==> src/rtl/wst_pkg.sv <==
package wst_pkg;
  localparam int N_CLASS = 5;

  typedef enum int {
    CLS_FETCH = 0,
    CLS_MEM   = 1,
    CLS_ROM   = 2,
    CLS_IN    = 3,
    CLS_OUT   = 4
  } wst_class_e;

  // A memory cycle that is not refresh, or any I/O cycle, begins a machine cycle.
  function automatic logic cycle_start_f(input logic mreq, input logic rfsh,
                                         input logic iorq);
    return (mreq & ~rfsh) | iorq;
  endfunction

  // Classify the current cycle into one bit per class.
  function automatic logic [N_CLASS-1:0] class_vec_f(
      input logic mreq, input logic m1, input logic rom,
      input logic iorq, input logic rd, input logic wr);
    logic [N_CLASS-1:0] v;
    v = '0;
    v[CLS_FETCH] = m1 & mreq;
    v[CLS_MEM]   = mreq;
    v[CLS_ROM]   = rom;
    v[CLS_IN]    = iorq & rd;
    v[CLS_OUT]   = iorq & wr;
    return v;
  endfunction
endpackage

==> src/rtl/wst_start_edge.sv <==
module wst_start_edge #(
  parameter int STAGES = 2
) (
  input  logic clk,
  input  logic rst_n,
  input  logic start_lvl,
  output logic start_pulse
);
  localparam int LAST = STAGES - 1;

  logic [LAST:0] chain_q;

  genvar g;
  generate
    for (g = 0; g <= LAST; g++) begin : g_stage
      if (g == 0) begin : g_first
        always_ff @(posedge clk or negedge rst_n) begin
          if (!rst_n) chain_q[0] <= 1'b0;
          else        chain_q[0] <= start_lvl;
        end
      end else begin : g_next
        always_ff @(posedge clk or negedge rst_n) begin
          if (!rst_n) chain_q[g] <= 1'b0;
          else        chain_q[g] <= chain_q[g-1];
        end
      end
    end
  endgenerate

  assign start_pulse = chain_q[LAST-1] & ~chain_q[LAST];
endmodule

==> src/rtl/wst_cfg_reg.sv <==
module wst_cfg_reg #(
  parameter int WIDTH = 5
) (
  input  logic             clk,
  input  logic             rst_n,
  input  logic [WIDTH-1:0] cfg_in,
  output logic [WIDTH-1:0] cfg_q
);
  always_ff @(posedge clk or negedge rst_n) begin
    if (!rst_n) cfg_q <= '0;
    else        cfg_q <= cfg_in;
  end
endmodule

==> src/rtl/wst_class_gate.sv <==
module wst_class_gate #(
  parameter int N = 5
) (
  input  logic [N-1:0] cls,
  input  logic [N-1:0] en,
  output logic         hit
);
  logic [N-1:0] per_class;

  genvar g;
  generate
    for (g = 0; g < N; g++) begin : g_cls
      assign per_class[g] = cls[g] & en[g];
    end
  endgenerate

  assign hit = |per_class;
endmodule

==> src/rtl/wst_wait_inserter.sv <==
module wst_wait_inserter
  import wst_pkg::*;
#(
  parameter int NCLS   = N_CLASS,
  parameter int STAGES = 2
) (
  input  logic            clk,
  input  logic            rst_n,
  input  logic            mem_req,
  input  logic            refresh,
  input  logic            io_req,
  input  logic            fetch,
  input  logic            rd_strobe,
  input  logic            wr_strobe,
  input  logic            rom_sel,
  input  logic            ext_ready,
  input  logic [NCLS-1:0] wait_en_cfg,
  output logic            wait_n,
  output logic            wait_ack
);
  logic            cycle_start;
  logic            start_pulse;
  logic [NCLS-1:0] cfg_q;
  logic [NCLS-1:0] cls_vec;
  logic            class_hit;
  logic            wait_req;
  logic            ack_q;

  assign cycle_start = cycle_start_f(mem_req, refresh, io_req);
  assign cls_vec     = NCLS'(class_vec_f(mem_req, fetch, rom_sel,
                                         io_req, rd_strobe, wr_strobe));

  wst_start_edge #(.STAGES(STAGES)) u_edge (
    .clk        (clk),
    .rst_n      (rst_n),
    .start_lvl  (cycle_start),
    .start_pulse(start_pulse)
  );

  wst_cfg_reg #(.WIDTH(NCLS)) u_cfg (
    .clk   (clk),
    .rst_n (rst_n),
    .cfg_in(wait_en_cfg),
    .cfg_q (cfg_q)
  );

  wst_class_gate #(.N(NCLS)) u_gate (
    .cls(cls_vec),
    .en (cfg_q),
    .hit(class_hit)
  );

  assign wait_req = (start_pulse & class_hit) | ~ext_ready;
  assign wait_n   = ~wait_req;

  // The processor samples the wait line at the clock edge; the clock that
  // follows is the wait state itself.
  always_ff @(posedge clk or negedge rst_n) begin
    if (!rst_n) ack_q <= 1'b0;
    else        ack_q <= wait_req;
  end

  assign wait_ack = ack_q;
endmodule

==> config.mk <==
export PLATFORM = sky130hd
export DESIGN_NAME = wst_wait_inserter
export DESIGN_NICKNAME = d
export VERILOG_FILES = /design/src/rtl/wst_pkg.sv /design/src/rtl/wst_start_edge.sv /design/src/rtl/wst_cfg_reg.sv /design/src/rtl/wst_class_gate.sv /design/src/rtl/wst_wait_inserter.sv
export SDC_FILE = /design/constraint.sdc
export NUM_CORES = 1
export LEC_CHECK = 0
export BUFFER_PORTS_ARGS = -buffer_cell sky130_fd_sc_hd__buf_2
export CAP_MARGIN = 20
export CORE_AREA = 2 2 39 41
export DETAILED_ROUTE_END_ITERATION = 12
export DIE_AREA = 0 0 41 43
export SYNTH_ARGS = -nofsm -noshare
export SYNTH_HDL_FRONTEND = slang
export SYNTH_SLANG_ARGS = --single-unit
export TNS_END_PERCENT = 5
==> constraint.sdc <==
create_clock -name clk -period 1.1 [get_ports clk]
set_input_delay 0.11 -clock clk [delete_from_list [all_inputs] [get_ports clk]]
set_output_delay 0.11 -clock clk [all_outputs]
set_load 0.01 [all_outputs]
# == After elaboration in Yosys (flattened, before gate mapping) ==
# Cells that the tools add are included.
# W data, S select, Z words.
# op_classes
n_reduce_logical,1
bitwise,17
# ops
cell,count
$and A1 B1 Y1,11
$reduce_or A5 Y1,1
$not A1 Y1,4
$or A1 B1 Y1,2
# totals
out_inout_bits,2
elab_cells,22
register_bits,8

# == Longest topological paths before layout ==
# logic_depth
ltp_word,6
depth_mapped,3

# == Cells and area by module ==
# A second synthesis with hierarchy kept.
# hier_totals
hier_cells,20
hier_area_um2,279.0
# modules_own_cells
mod,cells_each,area_each_um2,seq_area_each_um2,instances
wst_cfg_reg,5,125.1,125.1,1
wst_wait_inserter,9,68.8,25.0,1
wst_start_edge,3,63.8,50.0,1
wst_class_gate,3,21.3,0.0,1

# == Least setup slack after synthesis ==
# OpenSTA, ideal clock, no wires.
# synth_path
path_kind,register -> output
startpoint,register u_cfg.cfg_q[3]
endpoint,output wait_n
required_time_ns,0.990
arrival_time_ns,0.979
stages_incl_launch_ff,4
slack_ns,0.011
n_path_buf,0
path_cell_list,dfrtp_1 > a22o_1 > a221oi_2 > o21a_1
# synth_between
elab_chain_cells,5
# synth_rtl
item,line,rtl
start: declaration,wst_cfg_reg.sv:7,output logic [WIDTH-1:0] cfg_q
start signal: assignment,wst_cfg_reg.sv:11,else cfg_q <= cfg_in;
$and A1 B1 Y1,wst_class_gate.sv:13,assign per_class[g] = cls[g] & en[g];
$reduce_or A5 Y1,wst_class_gate.sv:17,assign hit = |per_class;
$and A1 B1 Y1,wst_wait_inserter.sv:53,assign wait_req = (start_pulse & class_hit) | ~ext_ready;
$or A1 B1 Y1,wst_wait_inserter.sv:53,
$not A1 Y1,wst_wait_inserter.sv:54,assign wait_n = ~wait_req;
end: declaration,wst_wait_inserter.sv:18,"output logic wait_n,"
# Every way passes these cells.

# == Final worst setup path ==
# layout_path
startpoint,register u_cfg.cfg_q[0]
endpoint,output wait_n
# The elaborated chain is that of the path after synthesis.

==> metrics <==
Syn. warnings 0; Synth Area per Inst 15.8 sq um; leakage 0.225 nW; Net Sw Frac 21.1%; Reg2Reg Depth 3; Num CTS Buffers 3; grt ovf 0; Die H 43 um; cell-internal power 0.483 mW; Hold Violations, Final 0; Reg clk slew, reported paths 50 ps; violated checks negative setup slack; final worst clock skew 1.70 ps; Tot Pwr 0.613 mW; Flop pwr share 51.5%; initial core utilization 19.3%; antenna diode count 0; pin count of the biggest net entering global routing 9; CP max stage delay 350 ps; Final Worst Setup Slack -343 ps; Area Overhead vs Synth 68.2%; Yosys top cell by area dfrtp_1; Pins Over Slew Limit 0; Area contributors post-synth dfrtp_1, a21o_1, a221oi_2; CP delay by family, top compound AO/OA/AOI/OAI gates; Final Setup Violations 1; I/O pins 17; drt initial violations 5; Vias 226; Setup Buffers After CTS 0; Core ar. 1380 sq um; maximum vdd drop 602 uV; WP data arrival 1330 ps; Hold Crit Class input port to flip-flop; Residual DRC 0; Rows 14; CTS root buf clkbuf_4; worst hold path stage count 2; I/O Buffers 16; Post-Syn Instances 17; Syn Std Cell Area 268 sq um; fraction of layout cells with a size suffix above 1 47.6%; combinational power share 12.6%; Setup CP Type flip-flop to primary output; kind of end point of the critical path primary output; CTS tree done; Finished Core Util 32.5%; Clock Path Buffers 2; worst path cell trace a21o_1 > a221oi_2 > o21a_1 > buf_2; PostCTS Resize Cnt 0; vias in the first global route 213; switching power 0.129 mW; Cell variety after synth 9; synthesized net count 32; Critical-path top delay cell dfrtp_1; unrepaired setup endpoints after global routing yes; first-pass GRT wire length 834 um; RePlAce Congestion 0.648; sequential fraction of the synthesis area 74.8%; relative slew slack 85.1%; Die Wd 41 um; min cycle time layout 1440 ps; CP required 990 ps; max cap viols 0; H-tree Lvls 1; achievable frequency 693 MHz; startpoint types flip-flop; ANT nets after route 0; PwrDens 1360 nW/um^2; nets@finish 59; drt via density 3.90; final WL 577 um; Synth top area share 74.8%; drt first pass iters 2; period utilization 131%; die area 1760 sq um; antenna violations before repair 0; Slew @ Worst Pin 224 ps; GRT Resource Usage Total 7.72%; critical path fanouts, max 2; wire length per cell 9.95 um; worst skew pair latency 250 ps; Clock power frac 35.9%; clock sink count 8; Buf/Inv on CP 1; Crit path depth 4; Yosys reg bits 8; outcome finished, violations left
layer usage:
| layer | vias to the layer above | global-route usage, % | routed length [um] |
|---|---|---|---|
| met1 | 96 | 9.70 | 252 |
| li1 | 109 | - | - |
| met2 | 19 | 9.06 | 221 |
| met3 | 2 | 3.14 | 86 |
| met5 | - | 0 | 0 |
| met4 | 0 | 8.00 | 17 |
what timing repair did:
action                                 in CTS  in global routing
setup endpoints to repair                   1                  2
endpoints found under the hold margin      13                  0
pin swaps                                   3                  1
hold buffers                                6                  0
flip-flops by register name, indices dropped and copies added, names as in the netlist:
register	cells
u_cfg.cfg_q	5
u_edge.chain_q	2
wait_ack	1
worst paths after layout:
path                                             start                           to  slack [ps]
min in group asynchronous                        rst_n           wait_ack$_DFF_PN0_         230
max in group asynchronous                        rst_n     u_cfg.cfg_q[2]$_DFF_PN0_         710
min                                          ext_ready           wait_ack$_DFF_PN0_          60
max                           u_cfg.cfg_q[0]$_DFF_PN0_                       wait_n        -340
max reg2reg                   u_cfg.cfg_q[0]$_DFF_PN0_           wait_ack$_DFF_PN0_          30
min reg2reg                u_edge.chain_q[0]$_DFF_PN0_  u_edge.chain_q[1]$_DFF_PN0_         380
cell usage after synthesis:
cell      number
nand2b_1       1
a221oi_2       1
o21a_1         1
o21ai_0        1
dfrtp_1        8
a22o_1         1
and2_0         1
a21o_1         2
inv_1          1
logic make-up after synthesis:
logic type	share of synthesized area [%]
flip-flops	74.8
AO/OA/AOI/OAI	19.2
AND/OR/NAND/NOR	4.68
buffers and inverters	1.40
cells in the final DEF, fill, tap and decap left out:
cell type	netlist	routed
o21ai_0	1	1
a221oi_2	1	1
nand2b_1	1	1
and2_0	1	1
dfrtp_1	8	8
clkbuf_4	0	3
buf_2	0	16
o21a_1	1	1
a21o_1	2	2
inv_1	1	1
dlygate4sd3_1	0	6
a22o_1	1	1
final cells by class:
class                   instances  area, sq um
clock buffers                   3         22.5
well taps                      16         20.0
fillers                       137          933
multi-input cells               8         63.8
repair buffers                 22          140
inverters                       1         3.75
flip-flops and latches          8          200
power groups by stage:
stage	sequential, mW	clock [mW]	combinational, mW
detailed placement	0.321	0	0.0619
CTS	0.316	0.229	0.0787
finish	0.316	0.220	0.0770
global placement	0.320	0	0.0618
floorplan	0.321	0	0.0209
global route	0.316	0.253	0.0857
stage by stage:
| stage | setup slack (ps) | setup TNS (ps) | hold slack (ps) | instances | area (sq um) |
|---|---|---|---|---|---|
| 2_1_floorplan | 11.2 | 0 | -186 | 17 | 268 |
| 3_3_place_gp | -111 | -111 | -41.7 | 49 | 368 |
| 3_5_place_dp | -98.5 | -98.5 | -41.9 | 49 | 368 |
| 4_1_cts | -362 | -362 | 66.9 | 58 | 450 |
| 5_1_grt | -433 | -477 | 66.3 | 58 | 450 |
| 6_report | -343 | -343 | 62.9 | 58 | 450 |
No activity file was read; power rests on OpenSTA's default activity.
